`config.mk`:
```
export PLATFORM = sky130hd
export DESIGN_NAME = irpd_phy
export DESIGN_NICKNAME = d
export VERILOG_FILES = /design/src/rtl/irpd_pkg.sv /design/src/rtl/irpd_fifo.sv /design/src/rtl/irpd_tx.sv /design/src/rtl/irpd_rx.sv /design/src/rtl/irpd_phy.sv
export SDC_FILE = /design/constraint.sdc
export NUM_CORES = 1
export LEC_CHECK = 0
export BUFFER_PORTS_ARGS = -buffer_cell sky130_fd_sc_hd__buf_4
export CORE_MARGIN = 4
export CORE_UTILIZATION = 68
export CTS_BUF_LIST = sky130_fd_sc_hd__clkbuf_16
export DETAILED_ROUTE_END_ITERATION = 8
export GPL_TIMING_DRIVEN = 0
export PLACE_DENSITY = 0.86
export SLEW_MARGIN = 40
export SYNTH_ARGS = -nofsm -noshare
export SYNTH_HDL_FRONTEND = slang
export SYNTH_SLANG_ARGS = --single-unit
```
`constraint.sdc`:
```
create_clock -name clk -period 6.8 [get_ports clk]
set_input_delay 1.36 -clock clk [delete_from_list [all_inputs] [get_ports clk]]
set_output_delay 1.36 -clock clk [all_outputs]
set_load 0.02 [all_outputs]
```
`src/rtl/irpd_pkg.sv`:
```
package irpd_pkg;

  localparam int unsigned IRPD_DATA_W     = 8;
  localparam int unsigned IRPD_FIFO_DEPTH = 32;
  localparam int unsigned IRPD_GAP_ZERO   = 3;
  localparam int unsigned IRPD_GAP_ONE    = 6;
  localparam int unsigned IRPD_GAP_HDR    = 12;
  localparam int unsigned IRPD_GUARD      = 24;
  localparam int unsigned IRPD_TIMEOUT    = 20;

  typedef enum logic [2:0] {
    TX_IDLE,
    TX_HDR_PULSE,
    TX_HDR_GAP,
    TX_BIT_PULSE,
    TX_BIT_GAP,
    TX_END_PULSE,
    TX_GUARD
  } tx_state_e;

  typedef enum logic {
    RX_HUNT,
    RX_FRAME
  } rx_state_e;

endpackage

```
`src/rtl/irpd_fifo.sv`:
```
module irpd_fifo #(
  parameter int unsigned W     = 8,
  parameter int unsigned DEPTH = 32
) (
  input  logic         clk,
  input  logic         rst_n,
  input  logic         in_valid,
  output logic         in_ready,
  input  logic [W-1:0] in_data,
  output logic         out_valid,
  input  logic         out_ready,
  output logic [W-1:0] out_data
);
  localparam int unsigned AW = $clog2(DEPTH);
  localparam logic [AW:0] FULL_CNT = (AW+1)'(DEPTH);

  logic [W-1:0] mem [DEPTH];
  logic [AW:0]  wr_ptr, rd_ptr;
  logic [AW:0]  fill;
  logic         full, empty, do_push, do_pop;

  assign fill      = wr_ptr - rd_ptr;
  assign full      = (fill == FULL_CNT);
  assign empty     = (fill == '0);
  assign in_ready  = !full;
  assign out_valid = !empty;
  assign out_data  = mem[rd_ptr[AW-1:0]];
  assign do_push   = in_valid && !full;
  assign do_pop    = out_ready && !empty;

  always_ff @(posedge clk) begin
    if (do_push) mem[wr_ptr[AW-1:0]] <= in_data;
  end

  always_ff @(posedge clk) begin
    if (!rst_n) begin
      wr_ptr <= '0;
      rd_ptr <= '0;
    end else begin
      if (do_push) wr_ptr <= wr_ptr + 1'b1;
      if (do_pop)  rd_ptr <= rd_ptr + 1'b1;
    end
  end

  // occupancy never exceeds the queue depth
  a_r2_fill_bound: assert property (@(posedge clk) disable iff (!rst_n)
    fill <= FULL_CNT);

  // a full queue stays full until something is read
  a_r2_full_holds: assert property (@(posedge clk) disable iff (!rst_n)
    (full && !out_ready) |=> full);

  // an offered output byte is held stable until taken
  a_r10_out_hold: assert property (@(posedge clk) disable iff (!rst_n)
    (out_valid && !out_ready) |=> (out_valid && $stable(out_data)));

endmodule

```
`src/rtl/irpd_tx.sv`:
```
module irpd_tx
  import irpd_pkg::*;
#(
  parameter int unsigned DW       = 8,
  parameter int unsigned GAP_ZERO = 3,
  parameter int unsigned GAP_ONE  = 6,
  parameter int unsigned GAP_HDR  = 12,
  parameter int unsigned GUARD    = 24
) (
  input  logic          clk,
  input  logic          rst_n,
  input  logic          in_valid,
  output logic          in_ready,
  input  logic [DW-1:0] in_data,
  output logic          ir_o,
  output logic          busy_o
);
  localparam int unsigned CW = $clog2(GUARD + GAP_HDR + GAP_ONE + 1);
  localparam int unsigned BW = $clog2(DW);
  localparam logic [CW-1:0] G0_M1 = CW'(GAP_ZERO - 1);
  localparam logic [CW-1:0] G1_M1 = CW'(GAP_ONE - 1);
  localparam logic [CW-1:0] GH_M1 = CW'(GAP_HDR - 1);
  localparam logic [CW-1:0] GD_M1 = CW'(GUARD - 1);
  localparam logic [BW-1:0] LAST_BIT = BW'(DW - 1);

  tx_state_e     state;
  logic [CW-1:0] gcnt;
  logic [DW-1:0] shreg;
  logic [BW-1:0] bitidx;
  logic          gap_done, last_bit;

  assign gap_done = (gcnt == '0);
  assign last_bit = (bitidx == LAST_BIT);
  assign in_ready = gap_done &&
                    ((state == TX_HDR_GAP) ||
                     (state == TX_BIT_GAP && last_bit && in_valid));
  assign ir_o     = (state == TX_HDR_PULSE) || (state == TX_BIT_PULSE) ||
                    (state == TX_END_PULSE);
  assign busy_o   = (state != TX_IDLE);

  always_ff @(posedge clk) begin
    if (!rst_n) begin
      state  <= TX_IDLE;
      gcnt   <= '0;
      shreg  <= '0;
      bitidx <= '0;
    end else begin
      case (state)
        TX_IDLE: begin
          if (in_valid) state <= TX_HDR_PULSE;
        end
        TX_HDR_PULSE: begin
          state <= TX_HDR_GAP;
          gcnt  <= GH_M1;
        end
        TX_HDR_GAP: begin
          if (gap_done) begin
            shreg  <= in_data;
            bitidx <= '0;
            state  <= TX_BIT_PULSE;
          end else begin
            gcnt <= gcnt - 1'b1;
          end
        end
        TX_BIT_PULSE: begin
          state <= TX_BIT_GAP;
          gcnt  <= shreg[0] ? G1_M1 : G0_M1;
        end
        TX_BIT_GAP: begin
          if (!gap_done) begin
            gcnt <= gcnt - 1'b1;
          end else if (!last_bit) begin
            shreg  <= shreg >> 1;
            bitidx <= bitidx + 1'b1;
            state  <= TX_BIT_PULSE;
          end else if (in_valid) begin
            shreg  <= in_data;
            bitidx <= '0;
            state  <= TX_BIT_PULSE;
          end else begin
            state <= TX_END_PULSE;
          end
        end
        TX_END_PULSE: begin
          state <= TX_GUARD;
          gcnt  <= GD_M1;
        end
        TX_GUARD: begin
          if (gap_done) state <= TX_IDLE;
          else          gcnt  <= gcnt - 1'b1;
        end
        default: state <= TX_IDLE;
      endcase
    end
  end

  // Checker: dark-run length seen on the output, kept apart from the FSM
  localparam logic [CW-1:0] CK_G0 = CW'(GAP_ZERO);
  localparam logic [CW-1:0] CK_G1 = CW'(GAP_ONE);
  localparam logic [CW-1:0] CK_GH = CW'(GAP_HDR);
  localparam logic [CW-1:0] CK_GD = CW'(GUARD);
  logic [CW-1:0] ck_dark;
  logic          ck_prev, ck_seen;

  always_ff @(posedge clk) begin
    if (!rst_n) begin
      ck_dark <= '0;
      ck_prev <= 1'b0;
      ck_seen <= 1'b0;
    end else begin
      ck_prev <= ir_o;
      if (ir_o) begin
        ck_dark <= '0;
        ck_seen <= 1'b1;
      end else if (ck_dark != CK_GD) begin
        ck_dark <= ck_dark + 1'b1;
      end
    end
  end

  // pulses are a single cycle wide
  a_r4_one_cycle_pulse: assert property (@(posedge clk) disable iff (!rst_n)
    ir_o |=> !ir_o);

  // every dark run before a pulse has a legal length
  a_r4_gap_legal: assert property (@(posedge clk) disable iff (!rst_n)
    (ir_o && !ck_prev && ck_seen) |->
      (ck_dark == CK_G0 || ck_dark == CK_G1 || ck_dark == CK_GH ||
       ck_dark == CK_GD));

  // a byte is only taken when one is offered
  a_r5_pop_has_data: assert property (@(posedge clk) disable iff (!rst_n)
    in_ready |-> in_valid || state == TX_HDR_GAP);

endmodule

```
`src/rtl/irpd_rx.sv`:
```
module irpd_rx
  import irpd_pkg::*;
#(
  parameter int unsigned DW        = 8,
  parameter int unsigned SYNC      = 2,
  parameter int unsigned ZERO_MIN  = 2,
  parameter int unsigned ZERO_MAX  = 4,
  parameter int unsigned ONE_MIN   = 5,
  parameter int unsigned ONE_MAX   = 8,
  parameter int unsigned HDR_MIN   = 10,
  parameter int unsigned HDR_MAX   = 14,
  parameter int unsigned TIMEOUT   = 20
) (
  input  logic          clk,
  input  logic          rst_n,
  input  logic          ir_i,
  output logic          out_valid,
  input  logic          out_ready,
  output logic [DW-1:0] out_data,
  output logic          timeout_o,
  output logic          err_o,
  input  logic          err_clr_i
);
  localparam int unsigned CW = $clog2(TIMEOUT + 1);
  localparam int unsigned BW = $clog2(DW);
  localparam logic [CW-1:0] SAT  = CW'(TIMEOUT);
  localparam logic [CW-1:0] Z_LO = CW'(ZERO_MIN);
  localparam logic [CW-1:0] Z_HI = CW'(ZERO_MAX);
  localparam logic [CW-1:0] O_LO = CW'(ONE_MIN);
  localparam logic [CW-1:0] O_HI = CW'(ONE_MAX);
  localparam logic [CW-1:0] H_LO = CW'(HDR_MIN);
  localparam logic [CW-1:0] H_HI = CW'(HDR_MAX);
  localparam logic [BW-1:0] LAST_BIT = BW'(DW - 1);

  // Synchroniser chain for the asynchronous sensor line
  logic [SYNC-1:0] sync_q;
  genvar gi;
  generate
    for (gi = 0; gi < SYNC; gi++) begin : g_sync
      always_ff @(posedge clk) begin
        if (!rst_n) sync_q[gi] <= 1'b0;
        else if (gi == 0) sync_q[gi] <= ir_i;
        else sync_q[gi] <= sync_q[(gi == 0) ? 0 : gi - 1];
      end
    end
  endgenerate

  logic line, line_d, rise;
  assign line = sync_q[SYNC-1];
  assign rise = line && !line_d;

  rx_state_e     state;
  logic [CW-1:0] dark;
  logic [DW-1:0] shreg;
  logic [BW-1:0] bitcnt;
  logic          seen;
  logic          push_q;
  logic [DW-1:0] push_data;
  logic          is_hdr, is_zero, is_one, quiet;
  logic          bad_gap, drop;

  assign is_hdr  = (dark >= H_LO) && (dark <= H_HI);
  assign is_zero = (dark >= Z_LO) && (dark <= Z_HI);
  assign is_one  = (dark >= O_LO) && (dark <= O_HI);
  assign quiet   = !line && (dark == SAT);
  assign bad_gap = (state == RX_FRAME) && rise && !is_hdr && !is_zero && !is_one;
  assign drop    = push_q && !out_ready;

  always_ff @(posedge clk) begin
    if (!rst_n) begin
      line_d <= 1'b0;
      dark   <= '0;
    end else begin
      line_d <= line;
      if (line)            dark <= '0;
      else if (dark != SAT) dark <= dark + 1'b1;
    end
  end

  always_ff @(posedge clk) begin
    if (!rst_n) begin
      state     <= RX_HUNT;
      shreg     <= '0;
      bitcnt    <= '0;
      seen      <= 1'b0;
      push_q    <= 1'b0;
      push_data <= '0;
      timeout_o <= 1'b0;
    end else begin
      push_q    <= 1'b0;
      timeout_o <= 1'b0;
      case (state)
        RX_HUNT: begin
          if (rise) begin
            seen <= 1'b1;
            if (seen && is_hdr) begin
              state  <= RX_FRAME;
              bitcnt <= '0;
            end
          end else if (quiet) begin
            seen <= 1'b0;
          end
        end
        RX_FRAME: begin
          if (rise) begin
            if (is_hdr) begin
              bitcnt <= '0;
            end else if (is_zero || is_one) begin
              shreg <= {is_one, shreg[DW-1:1]};
              if (bitcnt == LAST_BIT) begin
                push_q    <= 1'b1;
                push_data <= {is_one, shreg[DW-1:1]};
                bitcnt    <= '0;
              end else begin
                bitcnt <= bitcnt + 1'b1;
              end
            end else begin
              state <= RX_HUNT;
            end
          end else if (quiet) begin
            state     <= RX_HUNT;
            seen      <= 1'b0;
            timeout_o <= (bitcnt != '0);
          end
        end
        default: state <= RX_HUNT;
      endcase
    end
  end

  always_ff @(posedge clk) begin
    if (!rst_n)                err_o <= 1'b0;
    else if (bad_gap || drop)  err_o <= 1'b1;
    else if (err_clr_i)        err_o <= 1'b0;
  end

  assign out_valid = push_q;
  assign out_data  = push_data;

  // the error flag holds until cleared
  a_r8_err_sticky: assert property (@(posedge clk) disable iff (!rst_n)
    (err_o && !err_clr_i) |=> err_o);

  // a timeout is only reported after a dark line
  a_r9_timeout_dark: assert property (@(posedge clk) disable iff (!rst_n)
    timeout_o |-> !line_d);

  // a byte is only produced right after a detected rising edge
  a_r6_push_on_edge: assert property (@(posedge clk) disable iff (!rst_n)
    push_q |-> $past(rise));

  // a dropped byte always leaves the error flag raised
  a_r12_drop_flags: assert property (@(posedge clk) disable iff (!rst_n)
    drop |=> err_o);

endmodule

```
`src/rtl/irpd_phy.sv`:
```
module irpd_phy
  import irpd_pkg::*;
#(
  parameter int unsigned DW            = IRPD_DATA_W,
  parameter int unsigned TX_DEPTH      = IRPD_FIFO_DEPTH,
  parameter int unsigned RX_DEPTH      = IRPD_FIFO_DEPTH,
  parameter int unsigned GAP_ZERO      = IRPD_GAP_ZERO,
  parameter int unsigned GAP_ONE       = IRPD_GAP_ONE,
  parameter int unsigned GAP_HDR       = IRPD_GAP_HDR,
  parameter int unsigned GUARD         = IRPD_GUARD,
  parameter int unsigned TIMEOUT       = IRPD_TIMEOUT,
  parameter int unsigned SYNC_STAGES   = 2
) (
  input  logic          clk,
  input  logic          rst_n,
  input  logic          s_valid,
  output logic          s_ready,
  input  logic [DW-1:0] s_data,
  output logic          ir_tx_o,
  output logic          tx_busy_o,
  input  logic          ir_rx_i,
  output logic          m_valid,
  input  logic          m_ready,
  output logic [DW-1:0] m_data,
  output logic          rx_timeout_o,
  output logic          rx_err_o,
  input  logic          rx_err_clr_i
);
  logic          txq_valid, txq_ready;
  logic [DW-1:0] txq_data;
  logic          rxq_valid, rxq_ready;
  logic [DW-1:0] rxq_data;

  irpd_fifo #(.W(DW), .DEPTH(TX_DEPTH)) u_tx_fifo (
    .clk(clk), .rst_n(rst_n),
    .in_valid(s_valid), .in_ready(s_ready), .in_data(s_data),
    .out_valid(txq_valid), .out_ready(txq_ready), .out_data(txq_data)
  );

  irpd_tx #(
    .DW(DW), .GAP_ZERO(GAP_ZERO), .GAP_ONE(GAP_ONE),
    .GAP_HDR(GAP_HDR), .GUARD(GUARD)
  ) u_tx (
    .clk(clk), .rst_n(rst_n),
    .in_valid(txq_valid), .in_ready(txq_ready), .in_data(txq_data),
    .ir_o(ir_tx_o), .busy_o(tx_busy_o)
  );

  irpd_rx #(
    .DW(DW), .SYNC(SYNC_STAGES), .TIMEOUT(TIMEOUT)
  ) u_rx (
    .clk(clk), .rst_n(rst_n), .ir_i(ir_rx_i),
    .out_valid(rxq_valid), .out_ready(rxq_ready), .out_data(rxq_data),
    .timeout_o(rx_timeout_o), .err_o(rx_err_o), .err_clr_i(rx_err_clr_i)
  );

  irpd_fifo #(.W(DW), .DEPTH(RX_DEPTH)) u_rx_fifo (
    .clk(clk), .rst_n(rst_n),
    .in_valid(rxq_valid), .in_ready(rxq_ready), .in_data(rxq_data),
    .out_valid(m_valid), .out_ready(m_ready), .out_data(m_data)
  );

  // nothing is emitted or delivered in the cycle after reset
  a_r1_quiet_after_reset: assert property (@(posedge clk)
    $rose(rst_n) |-> (!ir_tx_o && !m_valid && s_ready));

endmodule

```
==> results.md, run 1 <==
- Status: complete, no violations
- Row Count: 69
- Drt first pass iters: 6
- CP arrival: 3490 ps
- Pre-CTS setup slack: about 2500 ps
- Hold bufs inserted after CTS: 0
- Maximum vdd ir drop: 0.0002959 V
- Setup slack after layout: 1948 ps
- Power density over the cells: 329.1 nW/um2
- Clk Latency, worst-skew pair: 620 ps
- Clock slew at reported path FFs: 70 ps
- Sink Count: 597
- Distinct cells, synth: 75
- Yosys warning total: 0
- Tcrit/Tclk final: 71.36%
- Share of layout cells above drive strength 1: 21.79%
- Remaining Overflow, GRT: 0
- H-tree Lvls: 2
- All-Layer GR Usage: 30.04%
- IO buf count: 26
- Setup TNS: 0 ps
- Root buffer cell: clkbuf_16
- Clk network pwr share: 37.4%
- WL/cell: 28.54 um
- Fillers: 1,880
- Post-CTS Setup Bufs: 0
- Crit start category: register
- DIE WIDTH: around 200 um
- Mapped Cells: 1,401
- Post-synth ARST share: 0%
- Hpwl dp: 34.82 mm
- Psw: approximately 2.3 mW
- Ports: 28
- Comb pwr share: 17.3%
- Largest net degree at the start of global routing: 34
- Area share of the largest cell type after synthesis: 63.12%
- Leakage: 8.734 nW
- Hold path depth: 1
- Net Sw Frac: 25.49%
- Fin area: 27,160 um2
- N_diodes: 0
- Final hold vios: 0
- Crit. End Element: primary output
- Synth top area cells: edfxtp_1, mux4_2, dfxtp_1
- Total CTS buffers: between 50 and 60
- Maxcap violations: 0
- CP max FO: 10
- Internal cell power: around 6.7 mW
- CTS tree: built
- Global placement routability congestion: between 0.8 and 0.9
- Vias per cell: 6.812
- Die height: 197.3 um
- Mean Syn Cell Area: ~17 um2
- DRC: 0
- Most frequent cells in the layout: edfxtp_1, mux4_2, nor2_1, dfxtp_1, nand2_1
- Main synth FF type: edfxtp_1
- Area growth, synth to finish: 11.52%
- Vias: 13,580
- Total power: 8.939 mW
- Area leader, netlist: edfxtp_1
- CP required: 5440 ps
- Final Skew: about 22 ps
- Mapped Area: approximately 24,000 um2
- Final net count: 1,530
- Post-synth EDFFs: 512
- Syn Nets: 1,445
- Count of cells resized by post-cts repair: 0
- Initial DRC count: about 1,500
- R2R cell count: 9
- Worst Max-Slew Pin Slew: 874.2 ps
- Unrepaired setup endpoints after global routing: false
- Initial cell density of the core: between 60% and 70%
- Commonest non-fill, non-tap cell in the layout: edfxtp_1
- Core area: 35,480 um2
- First-pass GRT wire length: a little under 90 mm
- Relative slew slack: just over 40%
- Initial antenna violation count: 0
- HP Class: reg -> reg
- Routed Antenna Nets: 0
- Register area share after synthesis: between 70% and 80%
- Slew Viols, Final: 0
- Synthesized flop and latch total: 597
- Post-Route WL: 56.92 mm
- Die area: between 30,000 and 40,000 um2
- Crit Path Class: reg -> out
- Storage element area: roughly 17,000 um2
- Multi-input logic area: between 6000 and 7000 um2
- Setup violators final: 0
- Vias in the first global route: roughly 14,000
- Fmax achieved: 206.1 MHz
- Area of placed instances: roughly 25,000 um2
- Final core utilization: 76.56%
- Flop pwr share: 45.3%
- Min Tclk post-route: between 4000 and 5000 ps
- Max Root-Sink Buffers: 3
==> kinds of logic after synthesis <==
logic type	Yosys count	synth area share, %
flip-flops	597	70.10
AND/OR/NAND/NOR	315	6.282
multiplexers	213	15.76
AO/OA/AOI/OAI	136	4.017
buffers and inverters	98	1.859
adder cells (fa/ha/maj)	30	1.541
XOR/XNOR	12	0.4315
==> synth_stat cells (4+ instances only) <==
| cell | number |
|---|---|
| or3_1 | 9 |
| a2111oi_0 | 5 |
| edfxtp_1 | 512 |
| or4_1 | 5 |
| o21a_1 | 4 |
| a21oi_1 | 39 |
| buf_6 | 6 |
| nor2_1 | 113 |
| nand2b_1 | 19 |
| buf_1 | 9 |
| xnor2_1 | 7 |
| a31oi_1 | 8 |
| buf_2 | 20 |
| nor3_1 | 8 |
| nand3_1 | 36 |
| inv_1 | 25 |
| nor2b_1 | 8 |
| and2_1 | 6 |
| buf_4 | 4 |
| mux4_2 | 135 |
| mux2i_1 | 63 |
| o211ai_1 | 7 |
| o22ai_1 | 15 |
| dfxtp_1 | 85 |
| ha_1 | 30 |
| xor2_1 | 5 |
| o21ai_0 | 12 |
| nand2_1 | 66 |
| a211oi_1 | 5 |
| nand3b_1 | 11 |
| o221ai_1 | 5 |
| clkbuf_1 | 32 |
| a22oi_1 | 4 |
| and3_1 | 7 |
| mux2_2 | 14 |
| nand4_1 | 7 |
==> registers in the layout, summed over array words and instances, names as in the netlist, 3 cells and up, named ones only <==
name,flops
u_tx.bitidx,3
u_rx_fifo.mem,256
u_rx.bitcnt,3
u_rx.out_data,8
u_rx.dark,5
u_tx.shreg,8
u_rx_fifo.rd_ptr,6
u_rx_fifo.wr_ptr,6
u_tx.state,3
u_tx_fifo.mem,256
u_rx.shreg,7
u_tx_fifo.rd_ptr,6
u_tx.gcnt,6
u_tx_fifo.wr_ptr,6
==> worst max-delay path, cell delays in order (launching register included) <==
cell and delay [ps]:
dfxtp_1 310, clkbuf_1 490, buf_1 620, mux4_2 460, mux4_2 510, mux2_2 300
buf_4 160
==> worst paths after layout <==
kind / start / endpoint / slack [ps]
worst max register to register: u_tx_fifo.rd_ptr[4]$_SDFFE_PN0N_ / u_tx_fifo.mem[18][1]$_DFFE_PP_ / 3270
worst min register to register: u_rx.sync_q[0]$_SDFF_PN0_ / u_rx.line$_SDFF_PN0_ / 430
worst max-delay path: register / m_data[3] / 1950
worst min-delay path: u_rx.sync_q[0]$_SDFF_PN0_ / u_rx.line$_SDFF_PN0_ / 430
==> layer usage <==
| metal | up-vias | part of all wire, % | global-route usage, % |
|---|---|---|---|
| met1 | 6859 | 35 | 37.50 |
| li1 | 5743 | - | - |
| met2 | 807 | 53 | 52.86 |
| met3 | 174 | 7.5 | 4.673 |
| met5 | - | 0 | 0 |
| met4 | 0 | 4.5 | 12.89 |
==> through the flow <==
stage | hold slack, ps | cells
after floorplan | 411.9 | 1401
after global placement | 414.4 | 1888
after detailed placement | 423.6 | 1888
after CTS | 437.9 | 1994
after global routing | 457.9 | 1994
final | 434.1 | 1994
==> final cells by class <==
type | instances | share of cell area (%)
sequential | 597 | 62.90
clock buffer | 62 | 5.711
inverter | 27 | 0.3731
buffer | 71 | 1.299
timing repair buffer | 26 | 0.7185
clock inverter | 44 | 1.594
tap | 461 | 2.123
multi-input combinational | 706 | 25.28
==> power by group through the flow <==
stage	combinational (mW)	clock [mW]	sequential, mW
floorplan	1.09	0	4.11
global placement	1.46	0	4.12
detailed placement	1.51	0	4.13
CTS	1.53	3.35	4.05
global route	1.65	3.53	4.05
finish	1.54	3.34	4.05
Note: power is estimated with default switching activity, not from simulation.
==> run 2, diff against run 1 <==
--- a/config.mk
+++ b/config.mk
@@ -7,11 +7,11 @@
 export LEC_CHECK = 0
 export BUFFER_PORTS_ARGS = -buffer_cell sky130_fd_sc_hd__buf_4
 export CORE_MARGIN = 4
-export CORE_UTILIZATION = 68
+export CORE_UTILIZATION = 63
 export CTS_BUF_LIST = sky130_fd_sc_hd__clkbuf_16
 export DETAILED_ROUTE_END_ITERATION = 8
 export GPL_TIMING_DRIVEN = 0
-export PLACE_DENSITY = 0.86
+export PLACE_DENSITY = 0.81
 export SLEW_MARGIN = 40
 export SYNTH_ARGS = -nofsm -noshare
 export SYNTH_HDL_FRONTEND = slang
==> constraint.sdc (replaced) <==
create_clock -name clk -period 4.5 [get_ports clk]
set_input_delay 0.9 -clock clk [delete_from_list [all_inputs] [get_ports clk]]
set_output_delay 0.9 -clock clk [all_outputs]
set_load 0.02 [all_outputs]
==> run 2 against run 1 <==
  * Die area up 7.6%
  * Utilization shrank 5.2 points
  * Flip-flop and latch count stayed put
  * Worst hold slack improved by 21 ps
  * Non-clock buffer count unchanged
  * First-iteration DRC count increased by 18%
  * Critical path depth unchanged
  * Count of clock-buffer cells in the layout is 2 lower
  * Final area down 0.29%
  * Critical path type unchanged
  * Largest power group unchanged
==> results.md, run 2 (synthesis gave the netlist of run 1 again) <==
- Share of layout cells above drive strength 1: around 22%
- R2r endpoint: u_tx_fifo.mem[24][1]$_DFFE_PP_
- Fmax achieved: 225.8 MHz
- CP arrival: 3530 ps
- Tcrit/Tclk final: 98.42%
- First-pass GRT wire length: 83.63 mm
- Flop pwr share: 46.7%
- Clock slew at reported path FFs: 60 ps
- Setup violators final: 0
- Core area: 37,930 um2
- Net Sw Frac: 25.92%
- Slew Viols, Final: 0
- Ports: 28
- Cell Chain, Critical Path: clkbuf_1 > buf_1 > mux4_2 > mux4_2 > mux2_2 > buf_4
- Storage element area: around 17,000 um2
- Hpwl dp: 33.96 mm
- Unrepaired setup endpoints after global routing: false
- Total CTS buffers: between 50 and 60
- Most used cell, CP: mux4_2
- DRC: 0
- R2R Path Start: u_tx_fifo.rd_ptr[4]$_SDFFE_PN0N_
- Die height: 204.6 um
- Comb pwr share: between 15 and 20%
- R2R cell count: 9
- Total power: between 10 and 15 mW
- Vias per cell: about 6.6
- Crit Path Class: reg -> out
- Final hold vios: 0
- Most frequent cells in the layout: edfxtp_1, mux4_2, nor2_1, dfxtp_1, nand2_1
- Die area: between 40,000 and 50,000 um2
- Status: complete, no violations
- Root buffer cell: clkbuf_16
- Post-Route WL: 54.98 mm
- Clk Latency, worst-skew pair: 610 ps
- Min Tclk post-route: 4429 ps
- Slowest CP cell: buf_1
- Area growth, synth to finish: 11.20%
- WL/cell: 26.95 um
- Leakage: ~8.7 nW
- Internal cell power: 9.706 mW
- Initial antenna violation count: 0
- Fin area: 27,090 um2
- Initial DRC count: 1,725
- Area of placed instances: 25,220 um2
- Final Skew: 35.19 ps
- Global placement routability congestion: 0.8878
- All-Layer GR Usage: 26.79%
- Row Count: 71
- Clk network pwr share: a little over a third
- Power density over the cells: 483.8 nW/um2
- Vias in the first global route: 13,670
- DIE WIDTH: 204.6 um
- Crit start category: register
- Crit. End Element: primary output
- Count of cells resized by post-cts repair: 0
- Final net count: approximately 1,500
- CP required: 3600 ps
- Setup TNS: 0 ps
- Reg-to-reg setup timing slack: ~870 ps
- Worst Max-Slew Pin Slew: 862.9 ps
- Multi-input logic area: between 6000 and 7000 um2
- Worst setup endpoint: m_data[0]
- Relative slew slack: 42.26%
- Remaining Overflow, GRT: 0
- CTS tree: built
- H-tree Lvls: 2
- N_diodes: 0
- Sink Count: roughly 600
- Largest net degree at the start of global routing: 34
- Psw: 3.397 mW
- HP Class: reg -> reg
- Max Root-Sink Buffers: 3
- IO buf count: 26
- CP max stage delay: just under 700 ps
- CP max FO: 10
- Drt first pass iters: 5
- Commonest non-fill, non-tap cell in the layout: edfxtp_1
- Maximum vdd ir drop: 0.0003213 V
- Fillers: 2,217
- Hold bufs inserted after CTS: 0
- Routed Antenna Nets: 0
- Maxcap violations: 0
- Initial cell density of the core: between 60% and 70%
- Post-CTS Setup Bufs: 0
- Vias: 13,540
## run 2: worst min-delay path by stage
stage | startpoint | to | slack [ps] | cells after the start
6_report | u_rx.sync_q[0]$_SDFF_PN0_ | u_rx.line$_SDFF_PN0_ | 450 | 1
3_5_place_dp | u_rx.sync_q[0]$_SDFF_PN0_ | u_rx.line$_SDFF_PN0_ | 450 | 1
3_3_place_gp | u_rx.sync_q[0]$_SDFF_PN0_ | u_rx.line$_SDFF_PN0_ | 420 | 1
5_1_grt | u_rx.sync_q[0]$_SDFF_PN0_ | u_rx.line$_SDFF_PN0_ | 480 | 1
4_1_cts | u_rx.sync_q[0]$_SDFF_PN0_ | u_rx.line$_SDFF_PN0_ | 460 | 1
2_1_floorplan | u_rx.sync_q[0]$_SDFF_PN0_ | u_rx.line$_SDFF_PN0_ | 410 | 1
## run 2: power groups by stage
| stage | combinational [mW] | clock, mW | sequential, mW |
|---|---|---|---|
| final | 2.34 | 4.65 | 6.12 |
| after global routing | 2.48 | 4.94 | 6.13 |
| after CTS | 2.32 | 4.68 | 6.12 |
| after detailed placement | 2.27 | 0 | 6.23 |
| after global placement | 2.23 | 0 | 6.23 |
| after floorplan | 1.65 | 0 | 6.21 |
## run 2: cell type report
| class | count | share of cell area (%) |
|---|---|---|
| flip-flops and latches | 597 | 63.08 |
| multi-input cells | 706 | 25.48 |
| clock buffers | 60 | 5.543 |
| well taps | 511 | 2.360 |
| plain buffers | 71 | 1.303 |
| clock inverters | 42 | 1.141 |
| repair buffers | 26 | 0.7206 |
| inverters | 27 | 0.3742 |
## run 2: metrics by stage
stage	utilization [%]	hold WS, ps	cells	setup WS (ps)
finish	71.41	454.9	2040	70.93
global route	71.41	484.7	2040	15.94
CTS	71.27	463.1	2040	57.79
detailed placement	66.50	448.5	1938	765.4
global placement	66.41	420.6	1938	800.6
floorplan	-	411.9	1401	1554
## run 2: critical path: cells and delay by family (launching register included)
kind	cells	cell delay, ps
mux	3	1260
flops	1	320
buf+inv	3	1330
## run 2: routing by layer
layer | wire [um] | global-route usage [%]
met4 | 2123 | 10.86
met3 | 4698 | 4.401
met2 | 27700 | 44.26
met1 | 20470 | 36.31
met5 | 0 | 0
==> run 3, diff against run 2 <==
--- a/config.mk
+++ b/config.mk
@@ -12,6 +12,7 @@
 export DETAILED_ROUTE_END_ITERATION = 8
 export GPL_TIMING_DRIVEN = 0
 export PLACE_DENSITY = 0.81
+export RECOVER_POWER = 50
 export SLEW_MARGIN = 40
 export SYNTH_ARGS = -nofsm -noshare
 export SYNTH_HDL_FRONTEND = slang
==> run 3 against run 2 <==
  * The flow now finishes with violations (capacitance limit, slew limit)
  * Worst hold slack gained 9.0 ps
  * First-iteration DRC count shrank 4.8%
  * Die area unchanged
  * Utilization shrank 0.27 points
  * Largest power group unchanged
==> results.md, run 3 (synthesis gave the netlist of run 1 again) <==
- Most frequent cells in the layout: edfxtp_1, mux4_2, nor2_1, dfxtp_1, nand2_1
- Drt first pass iters: 6
- Core area: 37,930 um2
- H-tree Lvls: 2
- Vias per cell: approximately 6.7
- Final core utilization: 71.14%
- R2R cell count: 9
- Die area: 41,870 um2
- Global placement routability congestion: about 0.9
- DRC: 0
- Max Root-Sink Buffers: 3
- Fin area: 26,980 um2
- CP arrival: 3500 ps
- Status: finished, violations left
- Fin cells: just over 2,000
- Maximum vdd ir drop: between 0.0003 and 0.0004 V
- CTS tree: built
- Hold path depth: 1
- Initial cell density of the core: 64.21%
- Final Skew: 34.68 ps
- IO buf count: 26
- Area growth, synth to finish: 10.78%
- Maxcap violations: 2
- Setup slack after layout: ~95 ps
- Vias in the first global route: 13,670
- Min Tclk post-route: 4405 ps
- Fin Hold WS: 463.9 ps
- Root buffer cell: clkbuf_16
- Crit Path Class: reg -> out
- Ports: 28
- Row Count: 71
- Relative slew slack: -30.17%
- Placed cell count: 1,938
- Final net count: 1,530
- Initial antenna violation count: 0
- CP max FO: 10
- Violated checks: capacitance limit, slew limit
- Worst Max-Slew Pin Slew: approximately 1900 ps
- Largest net degree at the start of global routing: 34
- Crit. End Element: primary output
- CP required: 3600 ps
- Clock slew at reported path FFs: roughly 60 ps
- Sink Count: 597
- Hold bufs inserted after CTS: 0
- Fillers: 2,250
- Commonest non-fill, non-tap cell in the layout: edfxtp_1
- Die height: 204.6 um
- HP Class: reg -> reg
- Post-Route WL: between 50 and 60 mm
- Power density over the cells: between 400 and 500 nW/um2
- Total power: 13.10 mW
- Leakage: around 8.6 nW
- Setup TNS: 0 ps
- Hpwl dp: 33.96 mm
- N_diodes: 0
- Pre-CTS setup slack: 765.4 ps
- All-Layer GR Usage: 26.79%
- DIE WIDTH: 204.6 um
- WL/cell: 27.00 um
- Clk Latency, worst-skew pair: roughly 610 ps
- Area of placed instances: 25,220 um2
- Unrepaired setup endpoints after global routing: false
- Vias: 13,570
- Slew Viols, Final: 40
- Initial DRC count: 1,643
- Final hold vios: 0
- Total CTS buffers: between 50 and 60
- Share of layout cells above drive strength 1: approximately 20%
- Crit start category: register
- Fmax achieved: ~230 MHz
- Setup violators final: 0
- Remaining Overflow, GRT: 0
- Tcrit/Tclk final: 97.88%
- First-pass GRT wire length: around 84 mm
- Routed Antenna Nets: 0
run 3: power breakdown:
group / internal [mW] / switching (mW)
sequential: 6.05 / 0.0689
clock: 2.63 / 2.03
combinational: 1.01 / 1.31
run 3: worst paths after layout:
check	to	slack (ps)	start
worst min register to register	u_rx.line$_SDFF_PN0_	460	u_rx.sync_q[0]$_SDFF_PN0_
worst min-delay path	u_rx.line$_SDFF_PN0_	460	u_rx.sync_q[0]$_SDFF_PN0_
worst max-delay path	m_data[3]	100	register
worst max register to register	u_tx_fifo.mem[24][1]$_DFFE_PP_	760	u_tx_fifo.rd_ptr[4]$_SDFFE_PN0N_
run 3: per-layer routing:
layer	share of wire, %	up-vias	GRT usage (%)
li1	-	5743	-
met1	38	6876	36.31
met2	50	804	44.26
met3	8.4	144	4.401
met4	3.9	0	10.86
met5	0	-	0
run 3: cell type report:
class                           count  area, um2  share of cell area, %
Clock inverter                     42      309.0                  1.145
Buffer                             71      345.3                  1.280
Tap cell                          511      639.4                  2.369
Multi-Input combinational cell    706       6857                  25.41
Sequential cell                   597      17080                  63.28
Inverter                           27      101.3                 0.3756
Clock buffer                       60       1501                  5.564
Timing Repair Buffer               26      153.9                 0.5703
run 3: what timing repair did:
item                                    in CTS  in global routing
resized for setup                            0                  1
endpoints found under the hold margin        0                  0
endpoints found under the setup margin       0                  3
buffers inserted                             0                  0
run 3: worst max-delay path, cell delays in order, from the launching register on:
cell and delay [ps]:
dfxtp_1 320, clkbuf_1 470, buf_1 660, mux4_2 440
mux4_2 520, mux2_2 310, buf_4 160
